### src/rtl/fsig_pkg.sv
package fsig_pkg;
  localparam logic [7:0] A_WINX = 8'h30;
  localparam logic [7:0] A_WINY = 8'h34;
  localparam logic [7:0] A_REFA = 8'h38;
  localparam logic [7:0] A_REFB = 8'h3C;
  localparam logic [7:0] A_THR  = 8'h40;
  localparam logic [7:0] A_CTRL = 8'h50;
  localparam logic [7:0] A_TRIG = 8'h54;
  localparam logic [7:0] A_IEN  = 8'h58;
  localparam logic [7:0] A_ISTS = 8'h5C;
  localparam logic [7:0] A_STAT = 8'h60;
  localparam logic [7:0] A_RESA = 8'h64;
  localparam logic [7:0] A_RESB = 8'h68;
  localparam logic [7:0] A_ECNT = 8'h6C;

  localparam logic [31:0] CRC_POLY = 32'h04C11DB7;

  // status flag positions
  localparam int EV_EXCEED = 0;
  localparam int EV_COPY   = 1;
  localparam int EV_RESULT = 2;
  localparam int N_EV      = 3;
  localparam int N_LANE    = 2;

  typedef enum logic [1:0] {
    TM_ONCE   = 2'b00,
    TM_CYCLIC = 2'b01,
    TM_RSV2   = 2'b10,
    TM_RSV3   = 2'b11
  } trig_mode_e;
endpackage

### src/rtl/fsig_crc.sv
module fsig_crc #(
  parameter int PIX_W = 24
) (
  input  logic             clk,
  input  logic             rst_n,
  input  logic             clr,
  input  logic             take,
  input  logic [PIX_W-1:0] pix,
  output logic [31:0]      crc_now
);
  function automatic logic [31:0] crc_fold(input logic [31:0] c, input logic [PIX_W-1:0] d);
    logic [31:0] r;
    r = c;
    for (int i = PIX_W - 1; i >= 0; i--) begin
      if (r[31] ^ d[i]) r = {r[30:0], 1'b0} ^ fsig_pkg::CRC_POLY;
      else              r = {r[30:0], 1'b0};
    end
    return r;
  endfunction

  logic [31:0] acc;

  always_ff @(posedge clk or negedge rst_n) begin
    if (!rst_n)    acc <= '1;
    else if (clr)  acc <= '1;
    else if (take) acc <= crc_fold(acc, pix);
  end

  // includes a pixel that arrives together with frame end
  assign crc_now = take ? crc_fold(acc, pix) : acc;


  seed_after_clr_chk: assert property (@(posedge clk) disable iff (!rst_n)
    (clr && !take) |=> (crc_now == 32'hFFFFFFFF) || take);
endmodule

### src/rtl/fsig_seq.sv
module fsig_seq (
  input  logic       clk,
  input  logic       rst_n,
  input  logic       trig_go,
  input  logic [1:0] trig_mode,
  input  logic       sof,
  input  logic       eof,
  output logic       run,
  output logic       pending,
  output logic       copy_evt,
  output logic       done_evt
);
  import fsig_pkg::*;

  logic cyclic, pend_cyc, trig_ok;

  assign trig_ok  = trig_go && (trig_mode == TM_ONCE || trig_mode == TM_CYCLIC);
  assign copy_evt = sof && pending;
  assign done_evt = eof && run && !sof;

  always_ff @(posedge clk or negedge rst_n) begin
    if (!rst_n) begin
      run <= 1'b0; pending <= 1'b0; cyclic <= 1'b0; pend_cyc <= 1'b0;
    end else begin
      if (sof) begin
        run <= pending || cyclic;
        if (pending) begin
          cyclic  <= pend_cyc;
          pending <= 1'b0;
        end
      end else if (done_evt) begin
        run <= 1'b0;
      end
      if (trig_ok) begin
        pending  <= 1'b1;
        pend_cyc <= (trig_mode == TM_CYCLIC);
        if (trig_mode == TM_ONCE) cyclic <= 1'b0;
      end
    end
  end


  pending_consumed_chk: assert property (@(posedge clk) disable iff (!rst_n)
    (sof && pending && !trig_go) |=> (!pending && run));

  reserved_noop_chk: assert property (@(posedge clk) disable iff (!rst_n)
    (trig_go && trig_mode[1] && !sof) |=> (pending == $past(pending)));

  cyclic_repeat_chk: assert property (@(posedge clk) disable iff (!rst_n)
    (sof && cyclic) |=> run);
endmodule

### src/rtl/fsig_errcnt.sv
module fsig_errcnt #(
  parameter int CNT_W = 8
) (
  input  logic             clk,
  input  logic             rst_n,
  input  logic             clr,
  input  logic             bump,
  input  logic [CNT_W-1:0] thr,
  output logic [CNT_W-1:0] cnt,
  output logic             exceed_evt
);
  function automatic logic [CNT_W-1:0] sat_inc(input logic [CNT_W-1:0] v);
    return (v == '1) ? v : v + 1'b1;
  endfunction

  assign exceed_evt = bump && (cnt <= thr) && (sat_inc(cnt) > thr);

  always_ff @(posedge clk or negedge rst_n) begin
    if (!rst_n)    cnt <= '0;
    else if (clr)  cnt <= '0;
    else if (bump) cnt <= sat_inc(cnt);
  end


  exceed_above_chk: assert property (@(posedge clk) disable iff (!rst_n)
    (exceed_evt && !clr) |=> (cnt > $past(thr)));

  count_monotone_chk: assert property (@(posedge clk) disable iff (!rst_n)
    !clr |=> (cnt >= $past(cnt)));
endmodule

### src/rtl/fsig_monitor.sv
module fsig_monitor #(
  parameter int CW    = 12,
  parameter int PIX_W = 24,
  parameter int CNT_W = 8
) (
  input  logic             clk,
  input  logic             rst_n,
  input  logic             reg_we,
  input  logic [7:0]       reg_addr,
  input  logic [31:0]      reg_wdata,
  output logic [31:0]      reg_rdata,
  input  logic             pix_sof,
  input  logic             pix_eof,
  input  logic             pix_valid,
  input  logic [CW-1:0]    pix_x,
  input  logic [CW-1:0]    pix_y,
  input  logic [PIX_W-1:0] pix_data,
  output logic             irq
);
  import fsig_pkg::*;

  // working configuration
  logic [CW-1:0]    w_xs, w_xe, w_ys, w_ye;
  logic [31:0]      w_refa, w_refb;
  logic [CNT_W-1:0] w_thr;
  logic             w_en_a, w_en_b, w_en_w;
  // shadow configuration
  logic [CW-1:0]    s_xs, s_xe, s_ys, s_ye;
  logic [31:0]      s_refa, s_refb;
  logic [CNT_W-1:0] s_thr;
  logic             s_en_a, s_en_b, s_en_w;

  logic [N_EV-1:0]  ien, ists, ev;
  logic [1:0]       tmode;
  logic [31:0]      res_a, res_b;
  logic             dif_a, dif_b;

  logic             run, pending, copy_evt, done_evt, exceed_evt;
  logic             in_win, diff_a, diff_b, trig_go;
  logic [CNT_W-1:0] err_cnt;
  logic [N_LANE-1:0] take_v;
  logic [31:0]      crc_v [N_LANE];

  function automatic logic in_span(input logic [CW-1:0] v, input logic [CW-1:0] lo, input logic [CW-1:0] hi);
    return (v >= lo) && (v <= hi);
  endfunction

  assign trig_go = reg_we && (reg_addr == A_TRIG) && reg_wdata[0];
  assign in_win  = !s_en_w || (in_span(pix_x, s_xs, s_xe) && in_span(pix_y, s_ys, s_ye));
  assign take_v  = {pix_valid, pix_valid && in_win};

  fsig_seq u_seq (
    .clk, .rst_n, .trig_go, .trig_mode(reg_wdata[9:8]),
    .sof(pix_sof), .eof(pix_eof),
    .run, .pending, .copy_evt, .done_evt
  );

  for (genvar g = 0; g < N_LANE; g++) begin : g_lane
    fsig_crc #(.PIX_W(PIX_W)) u_crc (
      .clk, .rst_n, .clr(pix_sof), .take(take_v[g]), .pix(pix_data), .crc_now(crc_v[g])
    );
  end

  assign diff_a = s_en_a && (crc_v[0] != s_refa);
  assign diff_b = s_en_b && (crc_v[1] != s_refb);

  fsig_errcnt #(.CNT_W(CNT_W)) u_err (
    .clk, .rst_n, .clr(copy_evt), .bump(done_evt && (diff_a || diff_b)),
    .thr(s_thr), .cnt(err_cnt), .exceed_evt
  );

  always_comb begin
    ev = '0;
    ev[EV_EXCEED] = exceed_evt;
    ev[EV_COPY]   = copy_evt;
    ev[EV_RESULT] = done_evt;
  end

  always_ff @(posedge clk or negedge rst_n) begin
    if (!rst_n) begin
      w_xs <= '0; w_xe <= '0; w_ys <= '0; w_ye <= '0;
      w_refa <= '0; w_refb <= '0; w_thr <= '0;
      w_en_a <= 1'b0; w_en_b <= 1'b0; w_en_w <= 1'b0;
      ien <= '0; tmode <= '0;
    end else if (reg_we) begin
      case (reg_addr)
        A_WINX: begin w_xs <= reg_wdata[0+:CW]; w_xe <= reg_wdata[16+:CW]; end
        A_WINY: begin w_ys <= reg_wdata[0+:CW]; w_ye <= reg_wdata[16+:CW]; end
        A_REFA: w_refa <= reg_wdata;
        A_REFB: w_refb <= reg_wdata;
        A_THR:  w_thr  <= reg_wdata[CNT_W-1:0];
        A_CTRL: begin w_en_a <= reg_wdata[0]; w_en_b <= reg_wdata[8]; w_en_w <= reg_wdata[16]; end
        A_TRIG: tmode <= reg_wdata[9:8];
        A_IEN:  ien <= reg_wdata[N_EV-1:0];
        default: ;
      endcase
    end
  end

  always_ff @(posedge clk or negedge rst_n) begin
    if (!rst_n) begin
      s_xs <= '0; s_xe <= '0; s_ys <= '0; s_ye <= '0;
      s_refa <= '0; s_refb <= '0; s_thr <= '0;
      s_en_a <= 1'b0; s_en_b <= 1'b0; s_en_w <= 1'b0;
    end else if (copy_evt) begin
      s_xs <= w_xs; s_xe <= w_xe; s_ys <= w_ys; s_ye <= w_ye;
      s_refa <= w_refa; s_refb <= w_refb; s_thr <= w_thr;
      s_en_a <= w_en_a; s_en_b <= w_en_b; s_en_w <= w_en_w;
    end
  end

  always_ff @(posedge clk or negedge rst_n) begin
    if (!rst_n) begin
      res_a <= '0; res_b <= '0; dif_a <= 1'b0; dif_b <= 1'b0; ists <= '0;
    end else begin
      if (done_evt) begin
        if (s_en_a) res_a <= crc_v[0];
        if (s_en_b) res_b <= crc_v[1];
        dif_a <= diff_a;
        dif_b <= diff_b;
      end
      // a new event wins over a clear in the same cycle
      ists <= (ists & ~((reg_we && reg_addr == A_ISTS) ? reg_wdata[N_EV-1:0] : '0)) | ev;
    end
  end

  assign irq = |(ists & ien);

  always_comb begin
    reg_rdata = '0;
    case (reg_addr)
      A_WINX: begin reg_rdata[0+:CW] = w_xs; reg_rdata[16+:CW] = w_xe; end
      A_WINY: begin reg_rdata[0+:CW] = w_ys; reg_rdata[16+:CW] = w_ye; end
      A_REFA: reg_rdata = w_refa;
      A_REFB: reg_rdata = w_refb;
      A_THR:  reg_rdata[CNT_W-1:0] = w_thr;
      A_CTRL: begin reg_rdata[0] = w_en_a; reg_rdata[8] = w_en_b; reg_rdata[16] = w_en_w; end
      A_TRIG: reg_rdata[9:8] = tmode;
      A_IEN:  reg_rdata[N_EV-1:0] = ien;
      A_ISTS: reg_rdata[N_EV-1:0] = ists;
      A_STAT: begin reg_rdata[0] = pending; reg_rdata[1] = run; reg_rdata[8] = dif_a; reg_rdata[9] = dif_b; end
      A_RESA: reg_rdata = res_a;
      A_RESB: reg_rdata = res_b;
      A_ECNT: reg_rdata[CNT_W-1:0] = err_cnt;
      default: ;
    endcase
  end


  irq_hold_chk: assert property (@(posedge clk) disable iff (!rst_n)
    (irq && !(reg_we && (reg_addr == A_ISTS || reg_addr == A_IEN))) |=> irq);

  result_flag_sticky_chk: assert property (@(posedge clk) disable iff (!rst_n)
    (ists[EV_RESULT] && !(reg_we && reg_addr == A_ISTS && reg_wdata[EV_RESULT])) |=> ists[EV_RESULT]);

  shadow_frozen_chk: assert property (@(posedge clk) disable iff (!rst_n)
    (run && !pix_sof) |=> ($stable(s_refa) && $stable(s_xs) && $stable(s_xe)));
endmodule

### config.mk
export PLATFORM = sky130hd
export DESIGN_NAME = fsig_monitor
export DESIGN_NICKNAME = d
export VERILOG_FILES = /design/src/rtl/fsig_pkg.sv /design/src/rtl/fsig_crc.sv /design/src/rtl/fsig_seq.sv /design/src/rtl/fsig_errcnt.sv /design/src/rtl/fsig_monitor.sv
export SDC_FILE = /design/constraint.sdc
export NUM_CORES = 1
export LEC_CHECK = 0
export BUFFER_PORTS_ARGS = -buffer_cell sky130_fd_sc_hd__buf_4
export CAP_MARGIN = 10
export CORE_MARGIN = 5
export CORE_UTILIZATION = 60
export CTS_CLUSTER_DIAMETER = 150
export DETAILED_ROUTE_END_ITERATION = 10
export PLACE_DENSITY = 0.78
export SLEW_MARGIN = 20
export SYNTH_ARGS = -nofsm -noshare
export SYNTH_HDL_FRONTEND = slang
export SYNTH_SLANG_ARGS = --single-unit
### constraint.sdc
create_clock -name clk -period 12.1 [get_ports clk]
set_clock_uncertainty 0.2 [all_clocks]
set_input_delay 1.815 -clock clk [delete_from_list [all_inputs] [get_ports clk]]
set_output_delay 1.815 -clock clk [all_outputs]
set_load 0.05 [all_outputs]
==> qor.csv <==
metric,value,unit
count of endpoints failing setup in the final report,0,
count of inserted antenna diode cells,0,
number of detailed-routing iterations run before antenna repair,7,
sequential share of the synthesized area,39.4,%
actual slew at the worst max-slew pin,1.15,ns
Critical Setup Path Class,input port to flip-flop,
"Largest delay share family, worst path",XOR/XNOR gates,
number of H-tree levels,2,
number of warning messages in the yosys log,0,
pin count of the biggest net entering global routing,193,
R2R cell count,14,
"Net Count, Synth",2566,
clock root buffer,sky130_fd_sc_hd__clkbuf_16,
most common library cell in the layout ignoring fill and taps,sky130_fd_sc_hd__nand2_1,
Netlist cell types,78,
Synth-to-Final Area Change,10.8,%
count of unresolved DRC violations after routing,0,
critical path buffer and inverter count,2,
headroom to the max-slew limit,23.4,%
# rows,75,
total routed wirelength,84300,µm
setup fix buffers added after clock tree synthesis,0,
instance count along the most critical hold path,2,
portion of synthesized cell area occupied by the leading cell type,32.8,%
worst hold path type,flip-flop to flip-flop,
number of global-route vias before repair,19500,
number of slew-limit violations in the final report,0,
routed via count,19600,
unrepaired setup endpoints after global routing,false,
shortest period the worst path allows,7.81,ns
delay of the slowest cell on the worst path,0.74,ns
number of placed I/O pins,127,
input/output buffers,126,
final antenna-violating net count,0,
half-perimeter wire length after placement,64900,µm
"Async S/R FF share, synth",100,%
detailed-route vias per instance,6.39,
xor/xnor cell area share of the yosys netlist,24.5,%
min-delay src,res_b[1]$_DFFE_PN0P_,
Required @ worst endpoint,12.30,ns
initial drt markers,2370,
cell with the largest stage delay on the worst path,sky130_fd_sc_hd__xnor2_1,
post-synthesis mux area share,7.77,%
gr usage total,36.0,%
Synth Instances,2407,
# Max-Cap Violations,0,
Inserted Clock Buffers,39,
post-cts hold buffer count,0,
Core Footprint,41900,µm²
"commonest cells after routing, fill and taps aside","sky130_fd_sc_hd__nand2_1, sky130_fd_sc_hd__dfrtp_1, sky130_fd_sc_hd__xnor2_1",
clock insertion delay at the later pin of the skew report,0.56,ns
effective utilization at floorplan,60.5,%
average detailed-routed wire length per instance,27.5,µm
dominant combinational cell family by area after synthesis,XOR/XNOR gates,
kind of start point of the critical path,input port,
predominant post-synthesis flop cell,sky130_fd_sc_hd__dfrtp_1,
final weighted congestion of routability-driven global placement,1.00,
Clock Sink Count,396,
clock transition at the registers of the reported paths,0.07,ns
CP endpoint kind,flip-flop,
horizontal extent of the die,215,µm
Max Clock Freq,0.128,GHz
outcome,"finished, final reports clean",
net count of the finished layout,2653,
CTS tree,yes,
number of flops mapped to enable cells by yosys,0,
cells along the critical path,"buf_4, xnor2_1, xnor3_1, xor2_1, xor3_2, xnor2_1, xnor2_1, nor3_1, or4_1, nor4_1, nand4b_1, a32oi_1, clkbuf_4, mux2i_1, nor2_1",
startpoint of the worst register-to-register path,g_lane[0].u_crc.acc[28]$_DFFE_PN1P_,
worst flop-to-flop path endpoint,u_err.cnt[2]$_DFFE_PN0P_,
Synth Area in Adders,3.21,%
worst setup slack for register-to-register paths,5.33,ns
maximum count of clock buffers along a single path,3,
Overflow after GRT,0,
setup TNS,0,ns
post-synthesis compound-gate area fraction,10.6,%
antenna violations before repair,3,
Die Area,46400,µm²
endpoint of the worst hold path,res_b[1]$_DFFE_PN0P_,
number of endpoints with negative hold slack in the final report,0,
largest cells by area after synthesis,"sky130_fd_sc_hd__dfrtp_1, sky130_fd_sc_hd__xnor2_1, sky130_fd_sc_hd__xnor3_1",
fraction of final layout cells sized beyond drive strength 1,18.1,%
post-synth design cell area,25300,µm²
"share of synthesized cell area in and, or, nand and nor gates",11.6,%
cell taking the most area after synthesis,sky130_fd_sc_hd__dfrtp_1,
maximum fanout encountered on the critical timing path,9,
final worst path period share,64.6,%
# fillers,3229,
Arrival @ worst endpoint,8.01,ns
synthesized area per cell,10.5,µm²
cell occurring most often along the worst timing path,sky130_fd_sc_hd__xnor2_1,
Synth Register Bits,396,
cells resized by post-CTS repair,0,
Die Y-Extent,215,µm
global-route wire length before repair,126000,µm
routing by layer:
metal  vias up  routed length (µm)  global-route usage (%)  part of all wire [%]
met4         4                4320                    14.5                   5.1
met3       209                7190                    6.22                   8.5
li1       8520                   -                       -                     -
met2       984               38800                    56.8                    46
met5         -                  31                       0                 0.037
met1      9869               34000                    50.0                    40
how the worst max path moves through the flow:
stage / start / end / slack (ns) / depth (start not counted)
detailed placement: pix_data[20] / u_err.cnt[1]$_DFFE_PN0P_ / 3.64 / 14
global placement: pix_data[20] / u_err.cnt[2]$_DFFE_PN0P_ / 3.74 / 14
CTS: pix_data[20] / u_err.cnt[1]$_DFFE_PN0P_ / 4.20 / 14
finish: pix_data[20] / u_err.cnt[2]$_DFFE_PN0P_ / 4.29 / 15
global route: pix_data[20] / u_err.cnt[2]$_DFFE_PN0P_ / 3.97 / 15
floorplan: pix_data[20] / u_err.cnt[1]$_DFFE_PN0P_ / 5.51 / 14
kinds of logic (layout without fill, tap and decap cells):
group / after synthesis / in the layout
simple gates: 661 / 661
mux: 179 / 179
fa+ha+maj: 65 / 65
compound gates: 415 / 415
xor+xnor: 496 / 496
buf+inv: 195 / 312
flops: 396 / 396
cells in the mapped netlist, drive strengths merged, types with 8 or more instances:
master / count
o21ai: 187
nor3: 14
ha: 65
mux2: 141
dfstp: 64
a21oi: 61
dfrtp: 332
o22ai: 10
nand2b: 75
mux2i: 38
nor4: 14
a222oi: 34
a211oi: 8
nand4: 16
inv: 95
xor3: 13
a22oi: 21
xnor3: 102
buf: 26
a221oi: 10
nand3: 33
nor2: 88
a221o: 12
clkbuf: 74
xnor2: 284
o211ai: 9
nand2: 377
a21o: 8
xor2: 97
tightest hold or removal path: stages (launching register included):
cell and delay, ns:
sky130_fd_sc_hd__dfrtp_1 0.35, sky130_fd_sc_hd__nand2_1 0.05, sky130_fd_sc_hd__o21ai_0 0.06
layout make-up:
class | count | area, µm² | area share (%)
repair buffers | 146 | 1140 | 4.06
flip-flops and latches | 396 | 9990 | 35.6
clock inverters | 18 | 155 | 0.553
well taps | 539 | 674 | 2.40
inverters | 95 | 357 | 1.27
multi-input cells | 1816 | 14600 | 52.1
clock buffers | 53 | 1110 | 3.96
stage by stage:
| stage | hold slack (ns) | worst slack [ns] | cells | instance area (µm²) | utilization [%] |
|---|---|---|---|---|---|
| 2_1_floorplan | 0.246 | 5.51 | 2407 | 25300 | - |
| 3_3_place_gp | 0.260 | 3.74 | 2990 | 26700 | 63.9 |
| 3_5_place_dp | 0.274 | 3.64 | 2990 | 26700 | 63.9 |
| 4_1_cts | 0.290 | 4.20 | 3061 | 28000 | 66.9 |
| 5_1_grt | 0.308 | 3.97 | 3063 | 28000 | 67.0 |
| 6_report | 0.289 | 4.29 | 3063 | 28000 | 67.0 |
sequential cells by signal, summed over array words and instances (netlist names), 32 cells and up:
name and count:
w_refb 32, g_lane.u_crc.acc 64, w_refa 32, res_a 32, s_refa 32, res_b 32, s_refb 32
Power is not shown: default switching activity piles up to over one toggle a cycle in this logic, so the estimate is an artifact.
